File: src/rtl/mclk_cfg_pkg.sv
package mclk_cfg_pkg;
  typedef struct packed {
    logic idx_wr;
    logic idx_rd;
    logic dat_wr;
    logic dat_rd;
  } bus_dec_t;
endpackage

File: src/rtl/mclk_bus_decode.sv
module mclk_bus_decode
  import mclk_cfg_pkg::*;
#(
  parameter int ADDR_W = 16,
  parameter int DATA_W = 8,
  parameter int NUM    = 3,
  parameter int SEL_W  = 2,
  parameter logic [ADDR_W-1:0] IDX_PORT = 16'h03D6,
  parameter logic [ADDR_W-1:0] DAT_PORT = 16'h03D7,
  parameter logic [DATA_W-1:0] BASE     = 8'hCC
) (
  input  logic              clk_i,
  input  logic              rst_ni,
  input  logic [ADDR_W-1:0] addr_i,
  input  logic              rd_i,
  input  logic              wr_i,
  input  logic [DATA_W-1:0] wdata_i,
  output bus_dec_t          dec_o,
  output logic [DATA_W-1:0] index_o,
  output logic              in_win_o,
  output logic [SEL_W-1:0]  pos_o
);
  logic [DATA_W-1:0] index_q;
  logic [DATA_W-1:0] off;

  always_comb begin
    dec_o.idx_wr = wr_i && (addr_i == IDX_PORT);
    dec_o.idx_rd = rd_i && (addr_i == IDX_PORT);
    dec_o.dat_wr = wr_i && (addr_i == DAT_PORT);
    dec_o.dat_rd = rd_i && (addr_i == DAT_PORT);
  end

  always_ff @(posedge clk_i or negedge rst_ni) begin
    if (!rst_ni)          index_q <= '0;
    else if (dec_o.idx_wr) index_q <= wdata_i;
  end

  // offset wraps below BASE, so one compare covers both window edges
  assign off      = index_q - BASE;
  assign in_win_o = off < DATA_W'(NUM);
  assign pos_o    = off[SEL_W-1:0];
  assign index_o  = index_q;
endmodule

File: src/rtl/mclk_commit_seq.sv
module mclk_commit_seq #(
  parameter int NUM   = 3,
  parameter int SEL_W = 2
) (
  input  logic             clk_i,
  input  logic             rst_ni,
  input  logic             wr_en_i,
  input  logic [SEL_W-1:0] pos_i,
  output logic             commit_o,
  output logic             update_o
);
  localparam logic [SEL_W-1:0] LAST = SEL_W'(NUM - 1);

  logic [SEL_W-1:0] step_q, step_d;
  logic             accept, is_last;

  assign is_last  = pos_i == LAST;
  assign accept   = (pos_i == '0) || (pos_i == step_q);
  assign commit_o = wr_en_i && accept && is_last;

  always_comb begin
    step_d = step_q;
    if (wr_en_i) begin
      if (accept && !is_last) step_d = pos_i + SEL_W'(1);
      else                    step_d = '0;
    end
  end

  always_ff @(posedge clk_i or negedge rst_ni) begin
    if (!rst_ni) begin
      step_q   <= '0;
      update_o <= 1'b0;
    end else begin
      step_q   <= step_d;
      update_o <= commit_o;
    end
  end
endmodule

File: src/rtl/mclk_param_bank.sv
module mclk_param_bank #(
  parameter int NUM    = 3,
  parameter int DATA_W = 8,
  parameter int SEL_W  = 2,
  parameter logic [NUM*DATA_W-1:0] RESET_VALS = '0
) (
  input  logic                  clk_i,
  input  logic                  rst_ni,
  input  logic                  wr_en_i,
  input  logic [SEL_W-1:0]      pos_i,
  input  logic [DATA_W-1:0]     wdata_i,
  input  logic                  commit_i,
  output logic [NUM*DATA_W-1:0] staged_o,
  output logic [NUM*DATA_W-1:0] active_o
);
  for (genvar k = 0; k < NUM; k++) begin : g_slot
    localparam logic [DATA_W-1:0] RST = RESET_VALS[k*DATA_W +: DATA_W];
    logic [DATA_W-1:0] stg_q, stg_d, act_q;

    assign stg_d = (wr_en_i && pos_i == SEL_W'(k)) ? wdata_i : stg_q;

    always_ff @(posedge clk_i or negedge rst_ni) begin
      if (!rst_ni) begin
        stg_q <= RST;
        act_q <= RST;
      end else begin
        stg_q <= stg_d;
        // commit uses next-state so the closing write lands too
        if (commit_i) act_q <= stg_d;
      end
    end

    assign staged_o[k*DATA_W +: DATA_W] = stg_q;
    assign active_o[k*DATA_W +: DATA_W] = act_q;
  end
endmodule

File: src/rtl/mclk_param_regs.sv
module mclk_param_regs
  import mclk_cfg_pkg::*;
#(
  parameter int ADDR_W = 16,
  parameter int DATA_W = 8,
  parameter int NUM    = 3,
  parameter logic [ADDR_W-1:0] IDX_PORT = 16'h03D6,
  parameter logic [ADDR_W-1:0] DAT_PORT = 16'h03D7,
  parameter logic [DATA_W-1:0] BASE     = 8'hCC,
  parameter logic [NUM*DATA_W-1:0] RESET_VALS = 24'h02_0D_1E
) (
  input  logic                  clk_i,
  input  logic                  rst_ni,
  input  logic [ADDR_W-1:0]     addr_i,
  input  logic                  rd_i,
  input  logic                  wr_i,
  input  logic [DATA_W-1:0]     wdata_i,
  output logic [DATA_W-1:0]     rdata_o,
  output logic [NUM*DATA_W-1:0] active_o,
  output logic                  update_o
);
  localparam int SEL_W = (NUM > 1) ? $clog2(NUM) : 1;

  bus_dec_t              dec;
  logic [DATA_W-1:0]     index_q;
  logic                  in_win;
  logic [SEL_W-1:0]      pos;
  logic                  slot_wr, commit;
  logic [NUM*DATA_W-1:0] staged;

  mclk_bus_decode #(
    .ADDR_W(ADDR_W), .DATA_W(DATA_W), .NUM(NUM), .SEL_W(SEL_W),
    .IDX_PORT(IDX_PORT), .DAT_PORT(DAT_PORT), .BASE(BASE)
  ) i_dec (
    .clk_i, .rst_ni, .addr_i, .rd_i, .wr_i, .wdata_i,
    .dec_o(dec), .index_o(index_q), .in_win_o(in_win), .pos_o(pos)
  );

  assign slot_wr = dec.dat_wr && in_win;

  mclk_commit_seq #(.NUM(NUM), .SEL_W(SEL_W)) i_seq (
    .clk_i, .rst_ni, .wr_en_i(slot_wr), .pos_i(pos),
    .commit_o(commit), .update_o(update_o)
  );

  mclk_param_bank #(
    .NUM(NUM), .DATA_W(DATA_W), .SEL_W(SEL_W), .RESET_VALS(RESET_VALS)
  ) i_bank (
    .clk_i, .rst_ni, .wr_en_i(slot_wr), .pos_i(pos), .wdata_i,
    .commit_i(commit), .staged_o(staged), .active_o(active_o)
  );

  always_comb begin
    rdata_o = '0;
    if (dec.idx_rd)               rdata_o = index_q;
    else if (dec.dat_rd && in_win) rdata_o = staged[pos*DATA_W +: DATA_W];
  end
endmodule

File: config.mk
export PLATFORM = sky130hd
export DESIGN_NAME = mclk_param_regs
export DESIGN_NICKNAME = d
export VERILOG_FILES = /design/src/rtl/mclk_cfg_pkg.sv /design/src/rtl/mclk_bus_decode.sv /design/src/rtl/mclk_commit_seq.sv /design/src/rtl/mclk_param_bank.sv /design/src/rtl/mclk_param_regs.sv
export SDC_FILE = /design/constraint.sdc
export NUM_CORES = 1
export LEC_CHECK = 0
export ABC_AREA = 1
export ABC_CLOCK_PERIOD_IN_PS = 2600
export BUFFER_PORTS_ARGS = -buffer_cell sky130_fd_sc_hd__buf_4
export CAP_MARGIN = 20
export CORE_ASPECT_RATIO = 0.5
export CORE_UTILIZATION = 30
export CTS_CLUSTER_SIZE = 30
export DETAILED_ROUTE_END_ITERATION = 8
export PLACE_DENSITY = 0.6
export SETUP_SLACK_MARGIN = 0.3
export SYNTH_ARGS = -nofsm -noshare
export SYNTH_HDL_FRONTEND = slang
export SYNTH_SLANG_ARGS = --single-unit
export TNS_END_PERCENT = 10
File: constraint.sdc
create_clock -name clk_i -period 2.6 [get_ports clk_i]
set_input_delay 0.13 -clock clk_i [delete_from_list [all_inputs] [get_ports clk_i]]
set_output_delay 0.13 -clock clk_i [all_outputs]
set_load 0.1 [all_outputs]
==> reports/qor.tcl <==
set qor(run_status) {complete, no violations}
set qor(critical-path-top-delay-family) {simple AND/OR/NAND/NOR gates}
set qor(syn-instance-count) 378
set qor(antenna_found_initial) 0
set qor(count_of_filler_cells_inserted_in_the_layout) 991
set qor(multi_input_comb_area_sq_um) 1290
set qor(cts-buffers-inserted) 9
set qor(slowest_stage) {sky130_fd_sc_hd__dfrtp_2}
set qor(number_of_remaining_drc_errors) 0
set qor(yosys_warnings) 0
set qor(worst-slew-pin-transition_ns) 0.742
set qor(cts.path.max_buffers) 2
set qor(synth.ff_latch_count) 59
set qor(final_cells) 586
set qor(final_layout_size_suffix_gt1_share_pct) 25.3
set qor(cts_tree) {done}
set qor(timing.fmax_ghz) 0.465
set qor(synth_sequential_area_ratio_pct) 48.8
set qor(fp.dieH_um) 73.5
set qor(worst_stage_delay_on_the_critical_path_ns) 0.44
set qor(largest_family_of_logic_cells_by_synthesized_area) {simple AND/OR/NAND/NOR gates}
set qor(io_buffers) 60
set qor(postRouteAntennaNets) 0
set qor(post_synth_and_or_nand_nor_area_fraction_pct) 32.6
set qor(syn2layout_area_growth_pct) 32.1
set qor(req_time_crit_path_ns) 2.86
set qor(synth.avg_cell_area_sq_um) 8.11
set qor(die_area_sq_um) 10700
set qor(placed_cells) 568
set qor(design.final.nets) 479
set qor(top_signal_layer_used) {met4}
set qor(cap_viol_max_count) 0
set qor(dr_wl_met2_mm) 3.78
set qor(synth.distinct_cells) 28
set qor(power.share.combinational_pct) 3.1
set qor(routabilityCongestion) 0.918
set qor(clock_tree.htree_level_count) 3
set qor(power.switching_uw) 443
set qor(clk_latency_ns) 0.32
set qor(viasPerCell) 4.57
set qor(worst_setup_hold_path_clk_slew_ns) 0.05
set qor(min_period_ns) 2.15
set qor(estimated_wirelength_of_the_detail_placed_design_mm) 5.82
set qor(cts.root.buffer_cell) {sky130_fd_sc_hd__clkbuf_16}
set qor(finalSetupTns_ns) 0
set qor(mappedNetlistNets) 411
set qor(routedLengthMet1_mm) 3.88
set qor(yosys.area_share.xor_xnor_pct) 0.571
set qor(routed_wire_per_std_cell_um) 13.9
set qor(critPathKind) {flip-flop to flip-flop}
set qor(synth.area.mux_share_pct) 0
set qor(power_report.internal_total_uw) 1840
set qor(worst_slew_margin_rel_pct) 50.6
set qor(timing.critical_path.to_type) {flip-flop}
set qor(grt_pass1_vias) 2682
set qor(global_route.usage.total_pct) 16.8
set qor(synth_area_sq_um) 3070
set qor(die_w_um) 145
set qor(post_layout_power_uw) 2280
set qor(most_frequent_standard_cell_in_the_layout_excluding_fill_and_tap_cells) {sky130_fd_sc_hd__nand2_1}
set qor(sw_frac_of_total_pct) 19.4
set qor(lkg_pwr_uw) 0.00215
set qor(setup_viol) 0
set qor(grt_pass1_wl_mm) 13.6
set qor(leftover_overflow_at_the_end_of_global_routing) 0
set qor(post-route-period-util_pct) 82.8
set qor(worst-path-buf-inv) 2
set qor(drt_iter0_markers) 237
set qor(most-common-layout-cells) {sky130_fd_sc_hd__nand2_1, sky130_fd_sc_hd__buf_4, sky130_fd_sc_hd__inv_1}
set qor(number_of_hold_violations_in_the_final_report) 0
set qor(met3_wire_length_um) 424
set qor(synth_top_area_share_pct) 35.1
set qor(synth_top_cell_by_area) {sky130_fd_sc_hd__dfrtp_1}
set qor(largest_net_degree_at_the_start_of_global_routing) 60
set qor(synthTopCellsByArea) {sky130_fd_sc_hd__dfrtp_1, sky130_fd_sc_hd__dfstp_2, sky130_fd_sc_hd__nand2_1}
set qor(final-max-slew-violation-count) 0
set qor(diode_count) 0
set qor(floorplan.io_pins) 61
set qor(rows) 25
set qor(grt_setup_unrepaired) {yes}
set qor(adder_cell_area_share_of_the_yosys_netlist_pct) 2.04
set qor(vdd.ir_drop.worst_mv) 0.277
set qor(design.core.area_sq_um) 9700
set qor(sequential_share_of_power_pct) 40.3
set qor(timing.critical_path.from_type) {flip-flop}
set qor(final.setup_skew_ns) 0.00464
set qor(critical_path.cell_chain) {ha_1, nor2_1, nand3_2, buf_4, nor2_8, buf_4, nand3_1, nand2_1, nand3_1, nand2_1}
set qor(postRouteWirelength_mm) 8.17
set qor(via_count) 2679
set qor(worst_hold_path_type) {input pin to flip-flop}
set qor(power.clock.fraction_pct) 56.5
set qor(synthesized_area_fraction_occupied_by_ao_oa_aoi_and_oai_cells_pct) 6.61
set qor(critical_path_arrival_ns) 2.41
set qor(drt_pass1_iterations) 7
set qor(cellPowerDensity_nw_per_um2) 563
set qor(cts_sinks) 59
set qor(layout.area.seq_sq_um) 1500
set qor(initial_utilization_pct) 31.6
set qor(cp_max_fanout) 11
[final cells by class]
class	instances	area share, %
Tap cell	135	4.17
Clock buffer	12	6.33
Inverter	53	4.91
Multi-Input combinational cell	251	31.9
Sequential cell	59	37.0
Timing Repair Buffer	72	13.9
Clock inverter	4	1.79
[routing by layer]
layer,up-vias,GRT usage (%)
met1,1259,21.7
li1,1342,-
met4,0,5.32
met3,8,5.53
met2,70,27.0
met5,-,0
[what timing repair did]
action	in CTS	in global routing
hold buffers	1	0
endpoints found under the setup margin	2	15
gates resized for setup	3	5
buffers inserted	0	1
endpoints found under the hold margin	43	0
[cell families after synthesis]
family | Yosys count
AO/OA/AOI/OAI | 37
flip-flops | 59
XOR/XNOR | 2
adder cells (fa/ha/maj) | 5
buffers and inverters | 68
AND/OR/NAND/NOR | 207
[sequential cells by signal (all words and copies together), names as in the netlist]
signal               count
i_bank.g_slot.stg_q     24
i_seq.update_o           1
i_bank.g_slot.act_q     24
i_seq.step_q             2
i_dec.index_o            8
[synth_stat cells, drive strengths merged]
| master | number |
|---|---|
| o21ai | 21 |
| inv | 52 |
| nand3b | 1 |
| ha | 5 |
| clkinv | 1 |
| o22ai | 2 |
| a21oi | 8 |
| clkbuf | 4 |
| nand3 | 30 |
| xor2 | 2 |
| nand2 | 110 |
| nand4 | 24 |
| nor2 | 17 |
| dfstp | 16 |
| dfrtp | 43 |
| and2 | 25 |
| a21o | 1 |
| buf | 11 |
| a22oi | 5 |
[path summary, 6_finish.rpt]
| kind | cells past startpoint | startpoint | slack, ns | end |
|---|---|---|---|---|
| hold / removal | 3 | wdata_i[7] | 0.18 | i_dec.index_o[7]$_DFFE_PN0P_ |
| setup / recovery | 10 | i_dec.index_o[0]$_DFFE_PN0P_ | 0.45 | i_bank.g_slot[1].act_q[7]$_DFFE_PN0P_ |
| max in group asynchronous | 2 | rst_ni | 1.66 | i_dec.index_o[0]$_DFFE_PN0P_ |
| setup reg to reg | 10 | i_dec.index_o[0]$_DFFE_PN0P_ | 0.45 | i_bank.g_slot[1].act_q[7]$_DFFE_PN0P_ |
| min in group asynchronous | 2 | rst_ni | 0.42 | i_bank.g_slot[2].act_q[7]$_DFFE_PN0P_ |
| hold reg to reg | 2 | i_bank.g_slot[1].act_q[3]$_DFFE_PN1P_ | 0.47 | i_bank.g_slot[1].act_q[3]$_DFFE_PN1P_ |
[worst register-to-register path, delay by kind of cell, from the launching register on]
family                   cells  cell delay (ns)
adder cells (fa/ha/maj)      1             0.22
buffers and inverters        2             0.38
flip-flops                   1             0.44
AND/OR/NAND/NOR              7             1.06
[stage by stage]
step | util (%) | cell area [sq um] | hold slack [ns] | setup slack, ns
after floorplan | - | 3070 | -0.166 | -0.159
after global placement | 38.0 | 3680 | 0.251 | 0.515
after detailed placement | 38.0 | 3680 | 0.246 | 0.474
after CTS | 41.6 | 4030 | 0.162 | 0.315
after global routing | 41.8 | 4050 | 0.171 | 0.276
final | 41.8 | 4050 | 0.181 | 0.447
[power by group through the flow]
stage | Clock, uW | Sequential [uW] | Combinational, uW
final | 1290 | 921 | 71.5
after CTS | 1320 | 921 | 73.1
after global placement | 0 | 935 | 71.8
after detailed placement | 0 | 935 | 71.9
after global routing | 1360 | 920 | 80.6
after floorplan | 0 | 936 | 14.0
(Power assumes the default switching activity.)
